[src/rtl/fcmp_pkg.sv]
package fcmp_pkg;

   typedef struct packed {
      logic is_zero;
      logic is_sub;
      logic is_inf;
      logic is_qnan;
      logic is_snan;
   } fp_class_t;

   typedef enum logic [1:0] {
      REL_LT = 2'd0,
      REL_EQ = 2'd1,
      REL_GT = 2'd2,
      REL_UN = 2'd3
   } rel_e;

   localparam int unsigned SUB_A_BIT = 4;
   localparam int unsigned SUB_B_BIT = 5;

endpackage

[src/rtl/fcmp_classify.sv]
module fcmp_classify
   import fcmp_pkg::*;
#(
   parameter int unsigned EXP_W = 8,
   parameter int unsigned MAN_W = 23,
   localparam int unsigned DATA_W = 1 + EXP_W + MAN_W,
   localparam int unsigned MAG_W  = EXP_W + MAN_W
) (
   input  logic [DATA_W-1:0] op,
   output fp_class_t         cls,
   output logic              sign,
   output logic [MAG_W-1:0]  mag
);

   logic [EXP_W-1:0] exp_f;
   logic [MAN_W-1:0] frac_f;
   logic             exp_ones, exp_none, frac_any;

   assign sign     = op[DATA_W-1];
   assign mag      = op[MAG_W-1:0];
   assign exp_f    = op[MAG_W-1 -: EXP_W];
   assign frac_f   = op[MAN_W-1:0];
   assign exp_ones = &exp_f;
   assign exp_none = ~|exp_f;
   assign frac_any = |frac_f;

   always_comb begin
      cls.is_zero = exp_none & ~frac_any;
      cls.is_sub  = exp_none &  frac_any;
      cls.is_inf  = exp_ones & ~frac_any;
      cls.is_qnan = exp_ones &  frac_f[MAN_W-1];
      cls.is_snan = exp_ones &  frac_any & ~frac_f[MAN_W-1];
   end

endmodule

[src/rtl/fcmp_order.sv]
module fcmp_order
   import fcmp_pkg::*;
#(
   parameter int unsigned MAG_W = 31
) (
   input  fp_class_t        cls_a,
   input  fp_class_t        cls_b,
   input  logic             sign_a,
   input  logic             sign_b,
   input  logic [MAG_W-1:0] mag_a,
   input  logic [MAG_W-1:0] mag_b,
   output rel_e             rel,
   output logic             invalid
);

   logic nan_a, nan_b, a_bigger;

   assign nan_a    = cls_a.is_qnan | cls_a.is_snan;
   assign nan_b    = cls_b.is_qnan | cls_b.is_snan;
   assign a_bigger = mag_a > mag_b;
   assign invalid  = cls_a.is_snan | cls_b.is_snan;

   always_comb begin
      if (nan_a || nan_b)
         rel = REL_UN;
      else if (cls_a.is_zero && cls_b.is_zero)
         rel = REL_EQ;
      else if (sign_a != sign_b)
         rel = sign_a ? REL_LT : REL_GT;
      else if (mag_a == mag_b)
         rel = REL_EQ;
      else if (a_bigger ^ sign_a)
         rel = REL_GT;
      else
         rel = REL_LT;
   end

endmodule

[src/rtl/fcmp_unit.sv]
module fcmp_unit
   import fcmp_pkg::*;
#(
   parameter int unsigned EXP_W   = 8,
   parameter int unsigned MAN_W   = 23,
   parameter int unsigned RES_W   = 32,
   parameter bit          OUT_REG = 1'b1,
   localparam int unsigned DATA_W = 1 + EXP_W + MAN_W,
   localparam int unsigned MAG_W  = EXP_W + MAN_W,
   localparam int unsigned N_OPS  = 2
) (
   input  logic              clk,
   input  logic              rst_n,
   input  logic              in_valid,
   input  logic [DATA_W-1:0] op_a,
   input  logic [DATA_W-1:0] op_b,
   output logic              out_valid,
   output logic [RES_W-1:0]  result,
   output logic              flag_invalid,
   output logic              flag_summary
);

   if (RES_W < SUB_B_BIT + 1) begin : g_bad_res
      $error("fcmp_unit: RES_W too small for relation and subnormal bits");
   end
   if (MAN_W < 2 || EXP_W < 2) begin : g_bad_fmt
      $error("fcmp_unit: exponent and fraction need at least two bits");
   end

   logic [N_OPS-1:0][DATA_W-1:0] ops;
   fp_class_t                    cls  [N_OPS];
   logic      [N_OPS-1:0]        sgn;
   logic      [MAG_W-1:0]        mag  [N_OPS];

   assign ops[0] = op_a;
   assign ops[1] = op_b;

   for (genvar i = 0; i < N_OPS; i++) begin : g_cls
      fcmp_classify #(.EXP_W(EXP_W), .MAN_W(MAN_W)) u_cls (
         .op   (ops[i]),
         .cls  (cls[i]),
         .sign (sgn[i]),
         .mag  (mag[i])
      );
   end

   rel_e rel;
   logic inv_c;

   fcmp_order #(.MAG_W(MAG_W)) u_ord (
      .cls_a   (cls[0]),
      .cls_b   (cls[1]),
      .sign_a  (sgn[0]),
      .sign_b  (sgn[1]),
      .mag_a   (mag[0]),
      .mag_b   (mag[1]),
      .rel     (rel),
      .invalid (inv_c)
   );

   logic [RES_W-1:0] res_c;
   logic [0:0]       exc_vec;
   logic             sum_c;

   always_comb begin
      res_c                  = '0;
      res_c[rel]             = 1'b1;
      res_c[SUB_A_BIT]       = cls[0].is_sub;
      res_c[SUB_B_BIT]       = cls[1].is_sub;
   end

   assign exc_vec = inv_c;
   assign sum_c   = |exc_vec;

   if (OUT_REG) begin : g_reg
      always_ff @(posedge clk or negedge rst_n) begin
         if (!rst_n) begin
            out_valid    <= 1'b0;
            result       <= '0;
            flag_invalid <= 1'b0;
            flag_summary <= 1'b0;
         end else begin
            out_valid    <= in_valid;
            result       <= in_valid ? res_c : '0;
            flag_invalid <= in_valid & inv_c;
            flag_summary <= in_valid & sum_c;
         end
      end

      a_r10_latency: assert property (@(posedge clk) disable iff (!rst_n)
         in_valid |=> out_valid);
      a_r10_idle: assert property (@(posedge clk) disable iff (!rst_n)
         !in_valid |=> !out_valid);
      a_r5_snan_flag: assert property (@(posedge clk) disable iff (!rst_n)
         (in_valid && (cls[0].is_snan || cls[1].is_snan)) |=> flag_invalid);
   end else begin : g_comb
      assign out_valid    = in_valid;
      assign result       = in_valid ? res_c : '0;
      assign flag_invalid = in_valid & inv_c;
      assign flag_summary = in_valid & sum_c;
   end

   a_r1_onehot: assert property (@(posedge clk) disable iff (!rst_n)
      out_valid |-> $countones(result[3:0]) == 1);
   a_r7_upper_zero: assert property (@(posedge clk) disable iff (!rst_n)
      out_valid |-> result[RES_W-1:SUB_B_BIT+1] == '0);
   a_r5_invalid_unordered: assert property (@(posedge clk) disable iff (!rst_n)
      (out_valid && flag_invalid) |-> result[REL_UN]);
   a_r4_nan_unordered: assert property (@(posedge clk) disable iff (!rst_n)
      (in_valid && (cls[0].is_qnan || cls[1].is_qnan)) |-> rel == REL_UN);
   a_r6_zero_equal: assert property (@(posedge clk) disable iff (!rst_n)
      (in_valid && cls[0].is_zero && cls[1].is_zero) |-> rel == REL_EQ);

endmodule

[config.mk]
export PLATFORM = sky130hd
export DESIGN_NAME = fcmp_unit
export DESIGN_NICKNAME = d
export VERILOG_FILES = /design/src/rtl/fcmp_pkg.sv /design/src/rtl/fcmp_classify.sv /design/src/rtl/fcmp_order.sv /design/src/rtl/fcmp_unit.sv
export SDC_FILE = /design/constraint.sdc
export NUM_CORES = 1
export LEC_CHECK = 0
export ABC_AREA = 1
export BUFFER_PORTS_ARGS = -buffer_cell sky130_fd_sc_hd__buf_2
export CAP_MARGIN = 0
export CORE_MARGIN = 4
export CORE_UTILIZATION = 40
export DETAILED_ROUTE_END_ITERATION = 16
export GPL_TIMING_DRIVEN = 0
export PLACE_DENSITY = 0.74
export SLEW_MARGIN = 0
export SYNTH_ARGS = -nofsm -noshare
export SYNTH_HDL_FRONTEND = slang
export SYNTH_SLANG_ARGS = --single-unit
[constraint.sdc]
create_clock -name clk -period 1.6 [get_ports clk]
set_clock_uncertainty 0.1 [all_clocks]
set_input_delay 0.24 -clock clk [delete_from_list [all_inputs] [get_ports clk]]
set_output_delay 0.24 -clock clk [all_outputs]
set_load 0.01 [all_outputs]
==> impl_metrics.py <==
metrics = {
    "outcome": {
        "status": "complete, no violations",
    },
    "setup_path": {
        "crit_buf_inv": 2,
        "path_max_fanout": 3,
        "path_delay_family": "simple AND/OR/NAND/NOR gates",
        "cp.arrival_ns": 1.54,
        "cp-end-kind": "flip-flop",
        "critPathKind": "in -> reg",
        "crit_required_ns": 1.61,
        "critPathSlowestCell": "ha_4",
        "critPathLaunchType": "input port",
        "slowest_delay_ns": 0.27,
        "critical_path.cell_chain": "buf_2 -> inv_2 -> ha_4 -> nand2_2 -> nor2_1 -> nand4_1 -> nor3_2 -> nand3_1 -> nand3_2 -> nor2_2 -> nor2b_1",
    },
    "drt": {
        "vias": 2082,
        "avgViaCountPerCell": 4.62,
        "wirelength_microns": 5050,
        "wl_per_cell_microns": 11.2,
        "first_pass_iters": 4,
        "remaining_drc_errors": 0,
        "first_iter_violations": 88,
        "postRouteAntennaNets": 0,
    },
    "timing": {
        "setup_violations": 0,
        "maxSlewViolCount": 0,
        "holdWs_ns": 0.0955,
        "fmax_ghz": 0.656,
        "post-route-min-period_ns": 1.52,
        "hold_viol": 0,
        "fin_ws_ns": 0.0753,
        "rsz0062_at_grt": "true",
        "fin_crit_sh": 0.953,
    },
    "placed_design": {
        "globalplace.congestion": 0.914,
        "place_area_sq_um": 2320,
        "place.port_buffers": 75,
        "pre_cts_ws_ns": -0.192,
        "dp_hpwl_microns": 3970,
    },
    "final_layout": {
        "fin_util": 0.631,
        "nets": 499,
        "area_growth_pct": 53.6,
        "drive_gt1_frac": 0.466,
        "final_area_sq_um": 2750,
        "diodes": 0,
    },
    "global_routing": {
        "grt_max_degree": 9,
        "met3_usage": 0.0187,
        "grt.total_usage": 0.150,
        "grtUsageMet2": 0.262,
        "top_usage_layer": "met2",
        "grt_overflow": 0,
        "grt_antenna_before_repair": 0,
        "grtUsageMet1": 0.199,
        "grt_pass1_wl_microns": 7000,
        "first_global_vias": 1755,
    },
    "power": {
        "powerDensity_nw_per_um2": 392,
        "total_power_mw": 1.08,
        "vdd_drop_max_mv": 0.162,
        "leakage_nw": 1.51,
    },
    "yosys": {
        "synth_xor_area_frac": 0.00490,
        "ys_ff_latch": 8,
        "synth_cell_type_count": 21,
        "synth_top_family_by_area": "simple AND/OR/NAND/NOR gates",
        "ys_seq_area_frac": 0.112,
        "yosys.area_share.simple": 0.384,
        "yosysTopAreaCellShare": 0.217,
        "synth_area_leaders": "ha_1 22%, nand2_1 15%, buf_4 11%",
        "yosysWarnings": 0,
        "syn-cell-area_sq_um": 1790,
        "synthMuxAreaShare": 0,
        "synth_compound_area_frac": 0.0448,
        "yosys.area.top_type": "ha_1",
        "syn_inst": 294,
        "synthAdderAreaFrac": 0.217,
        "syn_area_per_cell_sq_um": 6.09,
    },
    "die": {
        "die_area_sq_um": 5610,
        "num_io_pins": 102,
        "die_x_microns": 74.9,
        "core_sq_um": 4350,
        "rows": 24,
        "start_util": 0.411,
        "die_h_microns": 74.9,
    },
    "cts": {
        "htreeDepth": 1,
        "clockBufferDepth": 2,
        "cts_inserted_buffers": 3,
        "path_clk_slew_ns": 0.04,
        "clockRootBuffer": "clkbuf_8",
        "clock-sinks": 8,
        "tritoncts": "built",
    },
    "worst_hold_path": {
        "min_path_type": "in -> reg",
    },
    "run": {
        "maxCapViolCount": 0,
    },
}
[metal layers]
metal	wire [microns]	part of all wire
met1	2000	0.39
met2	2520	0.50
met3	426	0.084
met4	108	0.021
met5	0	0
[final timing paths]
path | from | to | slack (ns) | cells after the start
min in group asynchronous | rst_n | out_valid | 0.28 | 2
max in group asynchronous | rst_n | result[3] | 0.95 | 2
setup / recovery | op_b[30] | result[2] | 0.08 | 11
hold / removal | in_valid | out_valid | 0.1 | 1
[power by group]
part	switching [mW]	internal (mW)	leakage [nW]	total, mW
sequential	0.00106	0.210	0.107	0.211
combinational	0.336	0.299	1.38	0.635
clock	0.0692	0.162	0.0216	0.231
total	0.406	0.670	1.51	1.08
[sequential cells by signal (all words and copies together) (netlist names)]
register      flops
flag_invalid      1
out_valid         1
result            6
[synth_stat cells]
library cell,instances
nand2_1,70
nor2_1,41
inv_1,39
ha_1,31
buf_4,27
inv_2,18
nand4_1,18
a21oi_1,12
nand3_1,10
dfrtp_1,8
nor2_2,5
nand3_2,4
a21o_1,2
nor3_1,2
clkinv_2,1
conb_1,1
nand3b_1,1
nand4_2,1
nor2b_1,1
o21ai_0,1
xnor2_1,1
[placed cells by master, fill, tap and decap left out, types with 8 or more instances in the layout]
cell	instances
buf_4	28
nor2_1	38
dfrtp_1	8
nand3_1	9
nand4_1	18
conb_1	26
inv_2	25
nand2_2	11
ha_4	24
inv_1	31
buf_2	75
nand2_1	59
a21oi_1	10
[layout make-up]
| type | instances | area [sq um] |
|---|---|---|
| sequential | 8 | 200 |
| buffer | 27 | 203 |
| fill | 400 | 1610 |
| multi-input combinational | 226 | 1620 |
| tap | 52 | 65.1 |
| clock buffer | 3 | 41.3 |
| inverter | 58 | 221 |
| timing repair buffer | 77 | 393 |
[cell families (layout without fill, tap and decap cells)]
logic type	after synthesis	after routing
AOI/OAI and AO/OA	15	15
xor gates and xnor gates	1	1
adders and majority gates	31	31
buffers and inverters	85	165
DFF	8	8
other	1	26
and+or+nand+nor	153	153
[repair_timing]
action / in CTS / in global routing
endpoints found under the setup margin: 0 / 3
hold buffers: 1 / 0
buffers inserted: 0 / 1
endpoints found under the hold margin: 8 / 0
resized for setup: 0 / 53
[through the flow]
step | setup TNS [ns] | cells
6_report | 0 | 451
5_1_grt | -0.0459 | 451
4_1_cts | 0 | 450
3_5_place_dp | -0.498 | 446
3_3_place_gp | -0.484 | 446
2_1_floorplan | 0 | 319
Power figures use the tool's default switching activity.
